$ cat src/rtl/fs_pkg.sv
package fs_pkg;

    typedef logic [2:0] phase_t;

    typedef struct packed {
        logic len;
        logic sweep;
        logic env;
    } strobe_t;

    localparam strobe_t STROBE_NONE = '{len: 1'b0, sweep: 1'b0, env: 1'b0};

    // Map the step in effect at a base event to the strobes it releases.
    function automatic strobe_t decode_phase(input phase_t p);
        strobe_t s;
        s.len   = ~p[0];
        s.sweep = p[1] & ~p[0];
        s.env   = &p;
        return s;
    endfunction

endpackage

$ cat src/rtl/fs_divider.sv
module fs_divider #(
    parameter int DIV_RATIO = 8192
) (
    input  logic clk,
    input  logic rst,
    input  logic enable,
    output logic tick
);
    localparam int CW = (DIV_RATIO > 1) ? $clog2(DIV_RATIO) : 1;
    localparam logic [CW-1:0] LAST = CW'(DIV_RATIO - 1);

    logic [CW-1:0] count_q;

    assign tick = enable && (count_q == LAST);

    always_ff @(posedge clk) begin
        if (rst) begin
            count_q <= '0;
        end else if (enable) begin
            if (count_q == LAST) count_q <= '0;
            else                 count_q <= count_q + 1'b1;
        end
    end

    p_count_hold_r7: assert property (@(posedge clk) disable iff (rst)
        (!$past(rst) && !$past(enable)) |-> (count_q == $past(count_q)))
        else $error("divider moved while disabled");

    p_count_range_r2: assert property (@(posedge clk) disable iff (rst)
        count_q <= LAST)
        else $error("divider count out of range");
endmodule

$ cat src/rtl/fs_phase.sv
module fs_phase
    import fs_pkg::*;
(
    input  logic   clk,
    input  logic   rst,
    input  logic   tick,
    output phase_t phase
);
    phase_t phase_q;

    always_ff @(posedge clk) begin
        if (rst)       phase_q <= '0;
        else if (tick) phase_q <= phase_q + 3'd1;
    end

    assign phase = phase_q;

    p_step_r2: assert property (@(posedge clk) disable iff (rst)
        (!$past(rst) && $past(tick)) |-> (phase_q == phase_t'($past(phase_q) + 3'd1)))
        else $error("phase did not step on base event");

    p_wrap_r8: assert property (@(posedge clk) disable iff (rst)
        (!$past(rst) && $past(tick) && $past(phase_q) == 3'd7) |-> (phase_q == 3'd0))
        else $error("phase did not wrap");
endmodule

$ cat src/rtl/fs_strobe_reg.sv
module fs_strobe_reg
    import fs_pkg::*;
(
    input  logic    clk,
    input  logic    rst,
    input  logic    tick,
    input  phase_t  phase,
    output strobe_t strobes
);
    strobe_t strobes_q;

    always_ff @(posedge clk) begin
        if (rst)       strobes_q <= STROBE_NONE;
        else if (tick) strobes_q <= decode_phase(phase);
        else           strobes_q <= STROBE_NONE;
    end

    assign strobes = strobes_q;

    p_quiet_r6: assert property (@(posedge clk) disable iff (rst)
        (!$past(rst) && !$past(tick)) |-> (strobes_q == STROBE_NONE))
        else $error("strobe without base event");
endmodule

$ cat src/rtl/fs_tick_gen.sv
module fs_tick_gen
    import fs_pkg::*;
#(
    parameter int DIV_RATIO = 8192
) (
    input  logic       clk,
    input  logic       rst,
    input  logic       enable,
    output logic       len_stb_o,
    output logic       sweep_stb_o,
    output logic       env_stb_o,
    output logic [2:0] phase_o
);
    logic    base_tick;
    phase_t  phase;
    strobe_t strobes;

    fs_divider #(.DIV_RATIO(DIV_RATIO)) u_div (
        .clk(clk), .rst(rst), .enable(enable), .tick(base_tick)
    );

    fs_phase u_phase (
        .clk(clk), .rst(rst), .tick(base_tick), .phase(phase)
    );

    fs_strobe_reg u_strobe (
        .clk(clk), .rst(rst), .tick(base_tick), .phase(phase), .strobes(strobes)
    );

    assign phase_o     = phase;
    assign len_stb_o   = strobes.len;
    assign sweep_stb_o = strobes.sweep;
    assign env_stb_o   = strobes.env;

    // Strobes show up alongside the already advanced phase.
    p_len_phase_r3: assert property (@(posedge clk) disable iff (rst)
        len_stb_o |-> phase_o[0])
        else $error("length strobe on wrong step");

    p_sweep_phase_r4: assert property (@(posedge clk) disable iff (rst)
        sweep_stb_o |-> (phase_o == 3'd3 || phase_o == 3'd7))
        else $error("sweep strobe on wrong step");

    p_env_phase_r5: assert property (@(posedge clk) disable iff (rst)
        env_stb_o |-> (phase_o == 3'd0))
        else $error("envelope strobe on wrong step");

    p_single_r6: assert property (@(posedge clk) disable iff (rst)
        (len_stb_o || env_stb_o) |=> !(len_stb_o || env_stb_o))
        else $error("strobe wider than one clock");

    p_phase_hold_r7: assert property (@(posedge clk) disable iff (rst)
        (!$past(rst) && !$past(enable)) |-> $stable(phase_o))
        else $error("phase moved while disabled");

    p_reset_r1: assert property (@(posedge clk)
        $past(rst) |-> (phase_o == 3'd0 && !len_stb_o && !sweep_stb_o && !env_stb_o))
        else $error("reset state wrong");
endmodule

$ cat config.mk
export PLATFORM = sky130hd
export DESIGN_NAME = fs_tick_gen
export DESIGN_NICKNAME = d
export VERILOG_FILES = /design/src/rtl/fs_pkg.sv /design/src/rtl/fs_divider.sv /design/src/rtl/fs_phase.sv /design/src/rtl/fs_strobe_reg.sv /design/src/rtl/fs_tick_gen.sv
export SDC_FILE = /design/constraint.sdc
export NUM_CORES = 1
export LEC_CHECK = 0
export BUFFER_PORTS_ARGS = -buffer_cell sky130_fd_sc_hd__buf_2
export CAP_MARGIN = 20
export CORE_MARGIN = 4
export CORE_UTILIZATION = 35
export CTS_CLUSTER_SIZE = 10
export DETAILED_ROUTE_END_ITERATION = 10
export GPL_TIMING_DRIVEN = 1
export PLACE_DENSITY = 0.52
export SLEW_MARGIN = 20
export SYNTH_ARGS = -nofsm -noshare
export SYNTH_HDL_FRONTEND = slang
export SYNTH_SLANG_ARGS = --single-unit
$ cat constraint.sdc
create_clock -name clk -period 2.2 [get_ports clk]
set_input_delay 0.66 -clock clk [delete_from_list [all_inputs] [get_ports clk]]
set_output_delay 0.66 -clock clk [all_outputs]
set_load 0.01 [all_outputs]
Word-level counts from Yosys, hierarchy flattened:

Index checks and enable logic that the tools add are counted.
W data, S select, Z words.

* bits in registers: 19
* bits of input ports: 3
* output and inout bits: 6

* $add $sub $neg: 2
* equality and inequality tests: 1
* multiplexer cells: 1
* bitwise logic cells: 3
* reductions and logical operators: 3

Operators by type and width (count)
* $add A13 B1 Y13 const B: 1
* $eq A13 B13 Y1 const B: 1
* $mux W13: 1
* $add A3 B1 Y3 const B: 1
* $reduce_and A3 Y1: 1
* $not A1 Y1: 2
* $reduce_or A2 Y1: 1
* $and A1 B1 Y1: 1
* $logic_and A1 B1 Y1: 1

Depth between registers and ports, before layout:

* depth in word-level cells: 4
* mapped depth: 5
* gate-level depth less buffers: 5

By module:

A second synthesis with hierarchy kept.

* cell total of the unflattened synthesis: 84
* area total of the unflattened synthesis: 830.8 um^2

By module, submodules not included
* fs_divider: instances 1, cells an instance 66, area an instance 620.6 um^2
* fs_phase: instances 1, cells an instance 11, area an instance 121.4 um^2
* fs_strobe_reg: instances 1, cells an instance 7, area an instance 88.8 um^2

Worst setup path after synthesis:

Ideal clock, no wire load.

* kind: input to register
* from: in enable
* to: reg u_strobe.strobes_q (netlist bit u_strobe.strobes[2])
* setup time: 0.080 ns
* data arrival time: 1.650 ns
* data required time: 2.120 ns
* setup slack: 0.470 ns
* stages: 5
* cell sequence: buf_2 nand4_2 nor4_4 buf_4 nor3b_1

* longest elaborated chain between the ends: 3

RTL lines
* from (decl): RTL line fs_tick_gen.sv:8 `input logic enable,`
* $logic_and A1 B1 Y1: RTL line fs_divider.sv:14 `assign tick = enable && (count_q == LAST);`
* $not A1 Y1 (no line)
* $reduce_or A2 Y1 (no line)
* to (signal assigned): RTL line fs_strobe_reg.sv:14 `else if (tick) strobes_q <= decode_phase(phase);`
* to (decl): RTL line fs_strobe_reg.sv:10 `strobe_t strobes_q;`

Every way passes these cells.
A chain may end at the register's enable or synchronous reset.

Worst setup path after layout:

* from: reg u_div.count_q[2]
* to: reg u_div.count_q[11]

* longest elaborated chain between the ends: 2

RTL lines
* from (decl): RTL line fs_divider.sv:12 `logic [CW-1:0] count_q;`
* from (signal assigned): RTL line fs_divider.sv:21 `else count_q <= count_q + 1'b1;`
* $add A13 B1 Y13 / $eq A13 B13 Y1 (equally long branches): RTL line fs_divider.sv:21, fs_divider.sv:20
* $mux W13 (*): RTL line fs_divider.sv:20 `if (count_q == LAST) count_q <= '0;`

Every way passes the cells marked *; elsewhere a longest branch is shown, timed or not.

==> flow_metrics.tcl <==
set metrics [dict create \
    worst_pin_slew_ns 0.473 \
    finalSetupViolations 0 \
    r2r-start "u_div.count_q[2]" \
    insertedDiodeCount 0 \
    p_comb_share_pct 3.1 \
    setup_ws_ns 0.464 \
    dp_hpwl_um 1080 \
    cp_max_fo 11 \
    timing.hold.ws_ns 0.512 \
    path_clk_slew_ns 0.10 \
    place_area_um2 926 \
    p_leak_nw 0.375 \
    areaGrowthSynthToFinish_pct 8.87 \
    clk_latency_ns 0.28 \
    hold_end "u_div.count_q[1]" \
    grt_pass1_vias 570 \
    antenna_found_initial 0 \
    cts_buffers 3 \
    hold_start "u_div.count_q[1]" \
    layout.nets 106 \
    final_area_um2 952 \
    yosysWarnings 0 \
    drive_above_1_share_pct 17.3 \
    peakVddDrop_v 0.000288 \
    r2r-end "u_div.count_q[11]" \
    path_class "flip-flop to flip-flop" \
    ys_top_cells_by_area "dfxtp_1 43%, xnor2_1 6.0%, ha_1 5.7%, nor3_1 5.7%, xor2_1 4.0%" \
    dieArea_mm2 0.00336 \
    min_path_cells 2 \
    rrSetupSlack_ns 0.46 \
    cap_violations 0 \
    avgSynthCellArea_um2 9.72 \
    cts_buffer_depth 2 \
    synth_most_common_cell "dfxtp_1" \
    preCtsSetupSlack_ns 0.294 \
    postSynthNetCount 97 \
    crit_slowest_cell "nor4_4" \
    drt_drc_violations_left 0 \
    grt_overflow_total 0 \
    synth_largest_area_cell "dfxtp_1" \
    p_clk_share_pct 31.4 \
    gr-usage-all-layers_pct 9.65 \
    coreArea_mm2 0.00230 \
    dr.pass1.iters 3 \
    required_ns 2.36 \
    ctsHoldBuffers 0 \
    slew_violations 0 \
    synth_common_cells "19 x dfxtp_1, 10 x nor3_1, 6 x xnor2_1" \
    reg2reg_depth 4 \
    setup-tns-final_ns 0 \
    period_minus_slack_ns 1.74 \
    p_switching_mw 0.110 \
    drt_iter0_drc 4 \
    critPathMaxStageDelay_ns 0.56 \
    placedCellCount 122 \
    die_w_um 58.0 \
    synthCells 90 \
    status "finished clean" \
    cts.sinks 19 \
    cp.arrival_ns 1.90 \
    ys_ff_latch 19 \
    die_y_um 58.0 \
    cts_tree "done" \
    stdcell_count 126 \
    synth_edf_count 0 \
    path_cells "nand4_2, nor4_4, buf_4, nor3_1" \
    htreeDepth 1 \
    async_flop_share_pct 0 \
    grt_max_degree 20 \
    p_int_mw 0.423 \
    routed_via_density 4.84 \
    finalClockSkew_ns 0.00433 \
    io-pin-count 9 \
    rsz0062_at_grt "no" \
    worstSetupStartpointType "flip-flop" \
    fmax_mhz 576 \
    ant_nets 0 \
    maxSlewHeadroom_pct 68.2 \
    synth_ff_type "dfxtp_1" \
    yosysSeqAreaShare_pct 43.5 \
    num_vias 610 \
    power.density_mw_per_mm2 560 \
    synth.distinct_cells 29 \
    floorplan.rows 17 \
    cts_resized 0 \
    synth_top_area_share_pct 43.5 \
    grt_first_pass_wirelength_um 2620 \
    port_buffers 8 \
    wl_per_cell_um 11.6 \
    cp-end-kind "flip-flop" \
    seqPwrFrac_pct 65.6 \
    finalWirelength_um 1460 \
    swShare_pct 20.6 \
    syn-cell-area_um2 875 \
    post-cts-setup-buffers 0 \
    hold_violations 0 \
    root_buffer "clkbuf_4" \
    period_share_pct 78.9 \
    start_util_pct 38.1 \
    hp-class "flip-flop to flip-flop" \
    gp_congestion 0.746 \
]
## placed cells by master (no fill, tap or decap)
master,count
buf_2,8
nor3b_1,2
a211oi_1,1
ha_1,4
xnor2_1,6
nand4_2,2
a21oi_1,4
buf_4,1
nand3_1,2
and3_1,1
nor4_4,1
or3_1,2
inv_1,3
clkbuf_4,3
o21ai_0,2
nand4_1,4
or4_4,1
nor2_1,5
mux2i_1,1
dfxtp_1,19
and3b_1,2
nand2_1,5
nand2b_1,2
nor4b_2,1
xor2_1,4
nand3b_1,1
clkbuf_1,1
nor3_1,10
## worst max-delay path: cells and delay by family, from the launching register on
family,cells,cell delay (ns)
buffers and inverters,1,0.24
DFF,1,0.43
and+or+nand+nor,3,0.94
## cell type report
class                           instances  area (µm²)
Timing Repair Buffer                    9        47.5
Fill cell                             231        1350
Tap cell                               28        35.0
Sequential cell                        19         380
Clock buffer                            4        26.3
Inverter                                3        11.3
Multi-Input combinational cell         63         452
## registers in the layout (all words and copies together) (netlist names)
register / count
u_div.count_q: 13
u_phase.phase: 3
u_strobe.strobes: 3
## layer usage
metal / wire length (µm) / up-vias / GRT usage, %
met4: 9 / 0 / 1.99
met1: 807 / 273 / 14.8
met2: 590 / 4 / 13.1
met5: 0 / - / 0
met3: 51 / 2 / 2.90
li1: - / 331 / -
## power groups by stage
stage / clock network (mW) / registers [mW] / logic, mW
2_1_floorplan: 0 / 0.357 / 0.0135
3_3_place_gp: 0 / 0.357 / 0.0162
3_5_place_dp: 0 / 0.357 / 0.0169
4_1_cts: 0.178 / 0.350 / 0.0170
5_1_grt: 0.195 / 0.351 / 0.0189
6_report: 0.167 / 0.349 / 0.0163
## per-stage QoR
stage / utilization, % / total power, mW
global placement: 40.3 / 0.374
CTS: 41.4 / 0.544
floorplan: - / 0.370
finish: 41.4 / 0.533
detailed placement: 40.3 / 0.374
global route: 41.4 / 0.564
## cells by family after synthesis
kind of cell | after synthesis | synth area share (%)
mux | 1 | 1.14
buf+inv | 8 | 4.86
xor+xnor | 10 | 10.0
simple gates | 41 | 30.5
flops | 19 | 43.5
fa+ha+maj | 4 | 5.72
compound gates | 7 | 4.29
## worst max path at each step
stage,from,endpoint,slack [ns],cells after the start
global route,u_div.count_q[0],u_div.count_q[3],0.32,5
CTS,u_div.count_q[0],u_phase.phase[2],0.47,5
global placement,enable,u_div.count_q[11],0.31,5
floorplan,enable,u_strobe.strobes[2],0.47,5
detailed placement,enable,u_phase.phase[1],0.29,5
finish,u_div.count_q[2],u_div.count_q[11],0.46,4
Note: power is estimated with default switching activity, not from simulation.
